### config.mk
export PLATFORM = sky130hd
export DESIGN_NAME = ecc_codec
export DESIGN_NICKNAME = d
export VERILOG_FILES = /design/src/rtl/ecc_pkg.sv /design/src/rtl/ecc_encoder.sv /design/src/rtl/ecc_syndrome.sv /design/src/rtl/ecc_locator.sv /design/src/rtl/ecc_codec.sv
export SDC_FILE = /design/constraint.sdc
export NUM_CORES = 1
export LEC_CHECK = 0
export ABC_AREA = 1
export CAP_MARGIN = 40
export CORE_MARGIN = 1.5
export CORE_UTILIZATION = 35
export DETAILED_ROUTE_END_ITERATION = 12
export SYNTH_ARGS = -nofsm -noshare
export SYNTH_HDL_FRONTEND = slang
export SYNTH_SLANG_ARGS = --single-unit
### constraint.sdc
create_clock -name clk -period 8.5 [get_ports clk]
set_clock_uncertainty 0.05 [all_clocks]
set_input_delay 1.7 -clock clk [delete_from_list [all_inputs] [get_ports clk]]
set_output_delay 1.7 -clock clk [all_outputs]
set_load 0.01 [all_outputs]
### src/rtl/ecc_pkg.sv
package ecc_pkg;
  localparam int DATA_W = 64;
  localparam int CHK_W  = 8;
  localparam int CW_W   = DATA_W + CHK_W;
  localparam int POS_W  = $clog2(CW_W);

  // Matrix column of codeword index idx.
  function automatic logic [CHK_W-1:0] hcol(input int idx);
    logic [CHK_W-1:0] res;
    int n;
    res = '0;
    n = 0;
    if (idx >= DATA_W) begin
      res = CHK_W'(1) << (idx - DATA_W);
    end else if (idx >= 56) begin
      case (idx - 56)
        0: res = 8'h1F;
        1: res = 8'h2F;
        2: res = 8'h4F;
        3: res = 8'h8F;
        4: res = 8'h37;
        5: res = 8'h57;
        6: res = 8'h97;
        default: res = 8'h67;
      endcase
    end else begin
      for (int a = 0; a < 6; a++)
        for (int b = a + 1; b < 7; b++)
          for (int c = b + 1; c < 8; c++) begin
            if (n == idx) res = (8'h1 << a) | (8'h1 << b) | (8'h1 << c);
            n++;
          end
    end
    return res;
  endfunction

  // Data bits that feed check bit j.
  function automatic logic [DATA_W-1:0] chk_mask(input int j);
    logic [DATA_W-1:0] m;
    for (int i = 0; i < DATA_W; i++) begin
      logic [CHK_W-1:0] col;
      col = hcol(i);
      m[i] = col[j];
    end
    return m;
  endfunction
endpackage

### src/rtl/ecc_encoder.sv
module ecc_encoder
  import ecc_pkg::*;
#(
  parameter int DW = DATA_W,
  parameter int CW = CHK_W
) (
  input  logic [DW-1:0] data_i,
  output logic [CW-1:0] check_o
);
  for (genvar j = 0; j < CW; j++) begin : g_chk
    localparam logic [DW-1:0] MASK = chk_mask(j);
    assign check_o[j] = ^(data_i & MASK);
  end
endmodule

### src/rtl/ecc_syndrome.sv
module ecc_syndrome
  import ecc_pkg::*;
#(
  parameter int DW = DATA_W,
  parameter int CW = CHK_W
) (
  input  logic [DW+CW-1:0] codeword_i,
  output logic [CW-1:0]    syndrome_o
);
  logic [CW-1:0] recomputed;

  ecc_encoder #(.DW(DW), .CW(CW)) u_enc (
    .data_i  (codeword_i[DW-1:0]),
    .check_o (recomputed)
  );

  assign syndrome_o = recomputed ^ codeword_i[DW+CW-1:DW];
endmodule

### src/rtl/ecc_locator.sv
module ecc_locator
  import ecc_pkg::*;
#(
  parameter int DW = DATA_W,
  parameter int CW = CHK_W,
  localparam int NW = DW + CW,
  localparam int PW = $clog2(NW)
) (
  input  logic [CW-1:0] syndrome_i,
  output logic [NW-1:0] hit_o,
  output logic [PW-1:0] pos_o,
  output logic          ce_o,
  output logic          ue_o
);
  for (genvar i = 0; i < NW; i++) begin : g_cmp
    localparam logic [CW-1:0] COL = hcol(i);
    assign hit_o[i] = (syndrome_i == COL);
  end

  always_comb begin
    pos_o = '0;
    for (int i = 0; i < NW; i++)
      if (hit_o[i]) pos_o = pos_o | PW'(i);
  end

  assign ce_o = |hit_o;
  assign ue_o = (|syndrome_i) && !ce_o;
endmodule

### src/rtl/ecc_codec.sv
module ecc_codec
  import ecc_pkg::*;
#(
  parameter int DW = DATA_W,
  parameter int CW = CHK_W,
  localparam int NW = DW + CW,
  localparam int PW = $clog2(NW)
) (
  input  logic          clk,
  input  logic          rst_n,
  input  logic [DW-1:0] enc_data_i,
  output logic [CW-1:0] enc_check_o,
  input  logic          in_valid,
  output logic          in_ready,
  input  logic [NW-1:0] in_codeword,
  output logic          out_valid,
  input  logic          out_ready,
  output logic [DW-1:0] out_data,
  output logic [PW-1:0] out_err_pos,
  output logic          out_ce,
  output logic          out_ue
);
  logic [CW-1:0] syn;
  logic [NW-1:0] hit;
  logic [PW-1:0] pos_c;
  logic          ce_c, ue_c;
  logic          accept;
  logic          valid_d, valid_q;
  logic [DW-1:0] data_d, data_q;
  logic [PW-1:0] pos_q;
  logic          ce_q, ue_q;

  ecc_encoder #(.DW(DW), .CW(CW)) u_encoder (
    .data_i  (enc_data_i),
    .check_o (enc_check_o)
  );

  ecc_syndrome #(.DW(DW), .CW(CW)) u_syndrome (
    .codeword_i (in_codeword),
    .syndrome_o (syn)
  );

  ecc_locator #(.DW(DW), .CW(CW)) u_locator (
    .syndrome_i (syn),
    .hit_o      (hit),
    .pos_o      (pos_c),
    .ce_o       (ce_c),
    .ue_o       (ue_c)
  );

  assign in_ready = !valid_q || out_ready;
  assign accept   = in_valid && in_ready;

  always_comb begin
    data_d  = in_codeword[DW-1:0] ^ hit[DW-1:0];
    valid_d = valid_q;
    if (accept)         valid_d = 1'b1;
    else if (out_ready) valid_d = 1'b0;
  end

  always_ff @(posedge clk or negedge rst_n) begin
    if (!rst_n) valid_q <= 1'b0;
    else        valid_q <= valid_d;
  end

  always_ff @(posedge clk) begin
    if (accept) begin
      data_q <= data_d;
      pos_q  <= pos_c;
      ce_q   <= ce_c;
      ue_q   <= ue_c;
    end
  end

  assign out_valid   = valid_q;
  assign out_data    = data_q;
  assign out_err_pos = pos_q;
  assign out_ce      = ce_q;
  assign out_ue      = ue_q;
endmodule

* Yosys cells after proc, flatten, opt, wreduce, memory -nomap -nowiden
Index checks and enable logic that the tools add are counted.
** Operators by class
- Equal/unequal tests :: 72
- Muxes and demuxes :: 70
- Bitwise logic cells :: 2
- Reductions and logical operators :: 27
** Operators with widths (number)
- 64-bit XOR reduction :: 16
- 8-bit == test (second input constant) :: 24
- 6-bit two-way mux :: 32
- 8-bit by 7-bit == test with 1-bit output (second input constant) :: 19
- 8-bit by 6-bit == test with 1-bit output (second input constant) :: 13
- 5-bit two-way mux :: 16
- 72-bit OR reduction :: 1
- 8-bit by 5-bit == test with 1-bit output (second input constant) :: 8
- 64-bit bitwise XOR :: 1
- 8-bit by 4-bit == test with 1-bit output (second input constant) :: 4
- 4-bit two-way mux :: 8
- 8-bit by 3-bit == test with 1-bit output (second input constant) :: 2
- 8-bit OR reduction :: 2
- 3-bit two-way mux :: 4
- 8-bit by 1-bit == test with 1-bit output (second input constant) :: 1
- 8-bit by 2-bit == test with 1-bit output (second input constant) :: 1
- 2-bit two-way mux :: 4
- 8-bit bitwise XOR :: 1
- 1-bit two-way mux :: 6
- 4-bit OR reduction :: 1
- 1-bit logical AND :: 2
- 1-bit zero test :: 2
- 2-bit nonzero test :: 1
- 2-bit OR reduction :: 1
- 1-bit logical OR :: 1
** Word-level totals
- Register bits :: 74
- Bits of input ports :: 140
- Word-level logic and storage cells :: 180

* Longest topological paths before layout
- Depth after elaboration :: 70
- Gate-level depth with buffers :: 25

* By module
From an unflattened synthesis, not the netlist that was laid out.
** Unflattened totals
- Cell total of the unflattened synthesis :: 1887
- Area, all modules :: 10015.9 um^2
** Modules (own cells, without submodules)
- ecc_encoder :: instances 2, cells an instance 595, area an instance 2696.3 um^2, seq. area each 0.0 um^2
- ecc_codec :: instances 1, cells an instance 335, area an instance 3198.1 um^2, seq. area each 2217.1 um^2
- ecc_locator :: instances 1, cells an instance 322, area an instance 1275.0 um^2, seq. area each 0.0 um^2
- ecc_syndrome :: instances 1, cells an instance 40, area an instance 150.1 um^2, seq. area each 0.0 um^2

* Least setup slack after synthesis
OpenSTA, ideal clock, no wires.
- Path type :: input-to-reg
- From :: input in_valid
- To :: register ce_q, in the netlist out_ce, enable pin
- Library setup time :: 0.528 ns
- Data arrival time :: 5.278 ns
- Slack :: 2.643 ns
- Stages on the path :: 2
- Path buffers :: 0
- Cell sequence :: inv_1 -> a21oi_1
** Between the ends
- Word-level cells in the longest chain between the ends :: 1
** RTL lines
- start, declared :: RTL line ecc_codec.sv:13 : input logic in_valid,
- 1-bit logical AND :: RTL line ecc_codec.sv:52 : assign accept = in_valid && in_ready;
- named net accept :: RTL line ecc_codec.sv:27 : logic accept;
- end signal, assigned :: RTL line ecc_codec.sv:70 : ce_q <= ce_c;
- end, declared :: RTL line ecc_codec.sv:31 : logic ce_q, ue_q;
The timed path passes the listed nets, and every way through them passes these cells.
A chain may end at the register's enable or synchronous reset.

* Worst setup path after layout
- From :: input enc_data_i[57]
- To :: output enc_check_o[0]
** Between the ends
- Word-level cells in the longest chain between the ends :: 1
** RTL lines
- start, declared :: RTL line ecc_codec.sv:11 : input logic [DW-1:0] enc_data_i,
- 64-bit XOR reduction :: RTL line ecc_encoder.sv:12 : assign check_o[j] = ^(data_i & MASK);
- end, declared :: RTL line ecc_codec.sv:12 : output logic [CW-1:0] enc_check_o,
No other way between the ends.

==> qor.yml <==
route:
  wl_met1_um: 12100
  top_layer_used: "met4"
  met2_length_um: 13800
  drt_iter0_drc: 526
  routed_via_density: 4.73
  wl_um: 28600
  dr.pass1.iters: 5
  wl_per_cell_um: 15.0
  antenna_left: 0
  wl_met3_um: 1970
  drc: 0
  num_vias: 9006
synth:
  syn_area_mm2: 0.00899
  avgSynthCellArea_um2: 6.70
  ys_ff_latch: 74
  synthMuxAreaShare_pct: 0
  synth-compound-area-share_pct: 1.29
  yosys.area_share.adder_pct: 0
  synth-simple-area-share_pct: 43.8
  synth.distinct_cells: 35
  ys_seq_area_share_pct: 24.7
  syn-instance-count: 1341
  synth_xor_area_share_pct: 24.0
  synth_nets: 1481
  synth_top_family_by_area: "simple AND/OR/NAND/NOR gates"
  yosysWarnings: 0
hold_path:
  min_path_type: "reg -> reg"
power_and_ir_drop:
  pwr-share-comb_pct: 57.0
  p_per_area_mw_per_mm2: 162
  p_switching_uw: 811
  p_leak_uw: 0.00560
  p_seq_share_pct: 23.1
  p_int_uw: 1120
  netSwitchingFraction_pct: 41.9
  power.share.clock_pct: 19.8
  p_total_uw: 1930
  irDropWorstVdd_uv: 144
final_layout:
  finish.utilization_pct: 47.3
  layout_common_cells: "nand2_1 (600), clkdlybuf4s50_1 (222), xor2_1 (139)"
  final_common_cell: "nand2_1"
  final-instance-count-excl-fill: 1905
  antenna_cells: 0
  area_growth_pct: 32.6
  drive_above_1_share_pct: 11.4
  fin_nets: 1710
sta:
  finalHoldViolations: 0
  fin_crit_sh_pct: 67.9
  setup_violations: 0
  worstMarginPinSlew_ps: 675
  fmax_mhz: 173
  hold_slack_ps: 536
  slew_violations: 0
  grt_setup_unrepaired: "no"
  slew-limit-headroom_pct: 54.6
  period_needed_ps: 5770
  finalSetupTns_ps: 0
clock_network:
  holdBufCountCts: 0
  numCtsBuffers: 9
  clock_latency_ps: 340
  cts-root-buf: "clkbuf_16"
  cts_tree: "built"
  cts.sinks: 74
  clk_pin_slew_ps: 50
  cts_setup_buffers: 0
  clk_path_buf_depth: 2
  ctsResizeCount: 0
  h-tree-depth: 3
floorplan:
  die-area_mm2: 0.0267
  die_w_um: 163
  io_pins: 223
  fp-row-count: 58
  start_util_pct: 35.7
  core_area_mm2: 0.0252
  die_height_um: 163
global_routing:
  grt_max_degree: 51
  antenna_found_initial: 0
  grt_use_total_pct: 21.4
  grt_pass1_vias: 8380
  grt.overflow.total: 0
  grt_pass1_wl_um: 43400
run:
  max_cap_violations: 0
critical_path:
  worstPathRequired_ps: 6750
  cp_max_fo: 3
  cp-end-kind: "output port"
  arrival_ps: 4020
  path_class: "in -> out"
  crit_path_start_kind: "input pin"
place:
  routabilityCongestion: 0.884
  io_buffers: 222
  place_inst: 1889
  dp_hpwl_um: 24600
run_status:
  status: "complete, no violations"
==> path summary, 6_finish.rpt <==
check	start	endpoint	slack, ps	cells past startpoint
worst max-delay path	enc_data_i[57]	enc_check_o[0]	2730	7
worst min-delay path	out_valid	out_valid	540	2
worst max register to register	out_valid	out_data[48]	6920	3
worst min register to register	out_valid	out_valid	540	2
max in group asynchronous	rst_n	out_valid	6850	1
min in group asynchronous	rst_n	out_valid	1450	1
==> power by group through the flow <==
stage | registers [µW] | clock network (µW) | logic [µW]
floorplan | 474 | 0 | 680
global placement | 456 | 0 | 1090
detailed placement | 456 | 0 | 1100
CTS | 448 | 393 | 1110
global route | 450 | 406 | 1200
finish | 447 | 383 | 1100
==> sequential cells by signal, indices dropped and copies added, names as in the netlist <==
register,cells
out_data,64
out_valid,1
out_ue,1
out_ce,1
out_err_pos,7
==> per-layer routing <==
layer,global-route usage [%],vias up
met2,37.5,298
met1,25.7,4045
met5,0,-
met4,7.30,0
met3,4.62,36
li1,-,4627
==> stage by stage <==
step,cell area [µm²],setup WS [ps]
finish,11900,2730
global route,11900,2570
CTS,11900,2690
detailed placement,11600,2700
global placement,11600,2710
floorplan,8990,2640
==> cell families after synthesis <==
logic type / after synthesis
AND/OR/NAND/NOR: 859
AO/OA/AOI/OAI: 19
flip-flops: 74
XOR/XNOR: 246
buffers and inverters: 143
==> Yosys cell counts (all sizes together) <==
library cell,count,share of area (%)
a21oi,2,0.11
nand3b,2,0.17
o21ai,14,0.95
nor3b,3,0.25
nor3,5,0.28
xor2,139,14
o22ai,1,0.070
and3,1,0.070
nand3,110,7.4
o211ai,2,0.17
and2,1,0.070
clkinv,1,0.042
xnor2,107,10
nor4,1,0.070
buf,6,0.43
edfxtp,73,24
nand2,656,30
dfrtp,1,0.28
inv,136,5.8
nor2,68,4.7
nand4,12,0.83
==> area by class of cell <==
cell class | count | area [µm²]
clock inverter | 5 | 56.3
tap | 330 | 413
multi-input combinational | 1124 | 6220
sequential | 74 | 2220
timing repair buffer | 224 | 2260
inverter | 137 | 522
fill | 2558 | 13300
clock buffer | 11 | 233
==> worst max-delay path: stages <==
cell and delay [ps]:
clkdlybuf4s50_1 510, xor2_1 200, xor2_1 260, xor2_1 350
xor2_1 270, xnor2_1 150, clkdlybuf4s50_1 570
Note: power is estimated with default switching activity, not from simulation.
